==> config.mk <==
export PLATFORM = sky130hd
export DESIGN_NAME = kbd_irq
export DESIGN_NICKNAME = d
export VERILOG_FILES = /design/src/rtl/kbd_irq.sv
export SDC_FILE = /design/constraint.sdc
export NUM_CORES = 1
export LEC_CHECK = 0
export BUFFER_PORTS_ARGS = -buffer_cell sky130_fd_sc_hd__buf_4
export CAP_MARGIN = 10
export CELL_PAD_IN_SITES_DETAIL_PLACEMENT = 2
export CELL_PAD_IN_SITES_GLOBAL_PLACEMENT = 2
export CORE_UTILIZATION = 37
export DETAILED_ROUTE_END_ITERATION = 6
export HOLD_SLACK_MARGIN = 0.08
export PLACE_DENSITY_LB_ADDON = 0.15
export SLEW_MARGIN = 20
export SYNTH_ARGS = -nofsm -noshare
export SYNTH_HDL_FRONTEND = slang
export SYNTH_SLANG_ARGS = --single-unit
==> constraint.sdc <==
create_clock -name clk -period 1.4 [get_ports clk]
set_input_delay 0.07 -clock clk [delete_from_list [all_inputs] [get_ports clk]]
set_output_delay 0.07 -clock clk [all_outputs]
set_load 0.05 [all_outputs]
==> src/rtl/kbd_irq.sv <==
module kbd_irq #(
  parameter int NPIN = 8
) (
  input  logic            clk,
  input  logic            rst_n,
  input  logic [NPIN-1:0] pin_i,
  input  logic            wr_en,
  input  logic [1:0]      addr,
  input  logic [7:0]      wdata,
  output logic [7:0]      rdata,
  output logic            irq_o
);
  localparam logic [1:0] A_CTRL = 2'd0;
  localparam logic [1:0] A_EN   = 2'd1;
  localparam logic [1:0] A_POL  = 2'd2;

  logic [NPIN-1:0] s1, s2, prev_act, act, pol_d;
  logic [7:0]      pin_en_q, pol_q;
  logic            mode_q, ie_q, flag_q;
  logic            wr_ctrl, wr_en_reg, wr_pol, ack, edge_hit, level_hit, set;

  assign wr_ctrl   = wr_en && (addr == A_CTRL);
  assign wr_en_reg = wr_en && (addr == A_EN);
  assign wr_pol    = wr_en && (addr == A_POL);
  assign ack       = wr_ctrl && wdata[2];

  assign pol_d     = wr_pol ? wdata[NPIN-1:0] : pol_q[NPIN-1:0];
  assign act       = ~(s2 ^ pol_q[NPIN-1:0]);
  assign edge_hit  = |(pin_en_q[NPIN-1:0] & act & ~prev_act);
  assign level_hit = |(pin_en_q[NPIN-1:0] & act);
  assign set       = edge_hit || (mode_q && level_hit);

  always_ff @(posedge clk or negedge rst_n) begin
    if (!rst_n) begin
      s1       <= '0;
      s2       <= '0;
      prev_act <= '1;
      pin_en_q <= '0;
      pol_q    <= '0;
      mode_q   <= 1'b0;
      ie_q     <= 1'b0;
      flag_q   <= 1'b0;
    end else begin
      s1       <= pin_i;
      s2       <= s1;
      prev_act <= ~(s2 ^ pol_d);
      if (wr_ctrl) begin
        mode_q <= wdata[0];
        ie_q   <= wdata[1];
      end
      if (wr_en_reg) pin_en_q <= wdata;
      if (wr_pol)    pol_q    <= wdata;
      flag_q <= set || (flag_q && !ack);
    end
  end

  always_comb begin
    case (addr)
      A_CTRL:  rdata = {4'b0, flag_q, 1'b0, ie_q, mode_q};
      A_EN:    rdata = pin_en_q;
      A_POL:   rdata = pol_q;
      default: rdata = 8'h00;
    endcase
  end

  assign irq_o = flag_q && ie_q;
endmodule

==> flow_metrics.tcl <==
set metrics [dict create \
    status "complete, but fails checks" \
    violations "DRC" \
    top_usage_layer "met2" \
    viasPerCell 4.96 \
    cp_data_required_time_ns 1.56 \
    ff2ff_setup_slack_ns 0.05 \
    post_synth_xor_area_fraction_pct 8.05 \
    period_share_pct 96.6 \
    worstHoldPathCells 3 \
    max-cap-violations 0 \
    final.fill_count 431 \
    final_layout_size_suffix_gt1_share_pct 43.3 \
    worstSetupPathType "reg2reg" \
    postSynthNetCount 144 \
    routed-via-count 1150 \
    drt_iter0_drc 34 \
    track_usage_pct 19.1 \
    max-slew-margin-rel_pct 64.3 \
    max-clock-path-buffers 2 \
    die_width_um 70.6 \
    cts.reportedPaths.clkPinSlew_ns 0.08 \
    port-buffer-count 29 \
    worst_ir_drop_vdd_uv 801 \
    std_cell_rows 24 \
    die_h_um 70.6 \
    holdCritStartpoint "addr[0]" \
    yosysWarnings 0 \
    number_of_antenna_violating_nets_in_the_routed_design 0 \
    synth.mux.area_fraction_pct 13.4 \
    grt-ovfl-total 0 \
    post-route-util_pct 53.3 \
    synth_area_leaders "dfrtp_1, dfstp_2, mux2_2" \
    synth-simple-area-share_pct 7.05 \
    period_needed_ns 1.35 \
    placed_cells 204 \
    synthesis.instances 123 \
    biggest_fanout_along_the_worst_timing_path 3 \
    leakage_nw 1.05 \
    whs_endpoint "mode_q" \
    design.final.nets 200 \
    cts.sink_count 43 \
    most_common_cell_after_layout_fill_and_taps_aside "dfrtp_1" \
    cts-root-buf "clkbuf_8" \
    arrival_ns 1.51 \
    synth-adder-area-share_pct 0 \
    layoutNonFillerInstCount 232 \
    mostFrequentLayoutCells "dfrtp_1, buf_4, mux2_2" \
    dr.pass1.iters 7 \
    hold_ws_ns 0.253 \
    hp-class "in2reg" \
    top_level_ports 30 \
    yosysSeqAreaShare_pct 62.4 \
    clock_tree_from_tritoncts "built" \
    multi_input_comb_area_um2 657 \
    clk_latency_ns 0.30 \
    slew_violations 0 \
    synth_compound_gate_area_share_pct 7.55 \
    grt_start_max_net_pins 44 \
    worstReg2RegEnd "flag_q" \
    drt_drc_violations_left 4 \
    placement_stage_cell_area_um2 2030 \
    synth_area_per_cell_um2 14.1 \
    timing.critical_path.to_type "register" \
    dp_worst_setup_slack_ns 0.0104 \
    yosysUniqueCellTypes 28 \
    post-synth-top-area-fraction_pct 50.3 \
    final_area_um2 2370 \
    number_of_global_route_vias_before_repair 1378 \
    initial_standard_cell_utilization_of_the_core_pct 39.2 \
    timing_worst_slew_pin_value_ns 0.535 \
    core_um2 4440 \
    main_combinational_cell_family_by_area_after_synthesis "multiplexers" \
    synthesis_to_finish_area_growth_pct 36.2 \
    total_power_mw 3.40 \
    groute.layer.met1.usage_pct 22.9 \
    detail_route.wirelength_um 4170 \
    most_area_hungry_cell_type_in_the_yosys_netlist "dfrtp_1" \
    max_freq_mhz 739 \
    netlist_area_um2 1740 \
    cts_inserted_buffers 5 \
    postSynthRegisterBits 43 \
    number_of_endpoints_with_negative_hold_slack_in_the_final_report 0 \
    gr-usage-met2_pct 33.7 \
    wire_per_inst_um 18.0 \
    detailedPlacementHpwl_um 2760 \
    antenna-diode-count 0 \
    grt_pass1_wl_um 6930 \
    timing.clock.skew_ns 0.00766 \
    antenna_found_initial 0 \
    fp.dieArea_um2 4980 \
    cellPowerDensity_nw_per_um2 1440 \
    setup_viol_count_final 0 \
    setup.worst_path.start_class "register" \
    gp_congestion 0.760 \
    slack_of_the_critical_path_ns 0.0477 \
    worst_r2r_startpoint "pol_q[2]" \
    htreeDepth 2 \
    regArea_um2 1090 \
    reg2reg_depth 4 \
    setup_tns_ns 0 \
    gr-usage-met3_pct 4.84 \
]
-- cell type report --
class,count,area share [%]
Sequential cell,43,45.8
Multi-Input combinational cell,73,27.7
Timing Repair Buffer,51,18.0
Clock buffer,6,3.48
Tap cell,52,2.75
Clock inverter,2,1.48
Inverter,5,0.792
-- critical path, stage by stage, from the launching register on --
cell     delay, ns
dfrtp_1       0.42
xor2_1        0.20
o22ai_1       0.14
o41ai_2       0.34
nand4_1       0.13
-- state kept, by name (all words and copies together), names as in the netlist --
name and count:
pin_en_q 8, pol_q 8, prev_act 8, s1 8, s2 8, flag_q 1, ie_q 1, mode_q 1
-- routing by layer --
| layer | vias up | wire length, µm |
|---|---|---|
| met5 | - | 0 |
| met4 | 0 | 40 |
| met3 | 5 | 123 |
| met2 | 24 | 2180 |
| met1 | 587 | 1830 |
| li1 | 534 | - |
-- where the power goes --
part	switching (mW)	internal (mW)	total, mW
combinational	0.423	0.390	0.813
sequential	0.134	1.46	1.59
clock	0.420	0.577	0.997
total	0.976	2.42	3.40
-- kinds of logic (layout without fill, tap and decap cells) --
kind of cell	Yosys count	count (layout)
flops	43	43
mux	21	21
simple gates	20	20
compound gates	16	16
xor+xnor	16	16
buf+inv	7	64
-- repair_timing --
item / 4_1_cts / 5_1_grt
setup buffers: 2 / 1
resized for setup: 2 / 2
hold endpoints to repair: 65 / 0
hold buffers: 17 / 0
setup endpoints to repair: 1 / 1
pin swaps: 4 / 1
-- Yosys cell counts (all sizes together) --
library cell,n
nor3,5
mux2i,3
o41ai,1
o2bb2ai,1
nor2b,2
xor2,5
nand2b,1
nand4,1
a21oi,1
dfrtp,35
o21ai,3
mux2,18
and2b,1
dfstp,8
inv,5
o221a,1
and2,1
a22o,6
o22ai,2
nor3b,1
xnor2,11
clkbuf,1
nand3b,1
buf,1
nand2,7
a2bb2oi,1
-- worst max-delay path by stage --
stage / startpoint / to / slack, ns
after floorplan: s2[5] / flag_q / 0.11
after global placement: s2[5] / flag_q / 0.06
after detailed placement: pol_q[5] / flag_q / 0.01
after CTS: pol_q[2] / flag_q / 0.01
after global routing: s2[2] / flag_q / -0.0006
final: pol_q[2] / flag_q / 0.05
(Power assumes the default switching activity.)
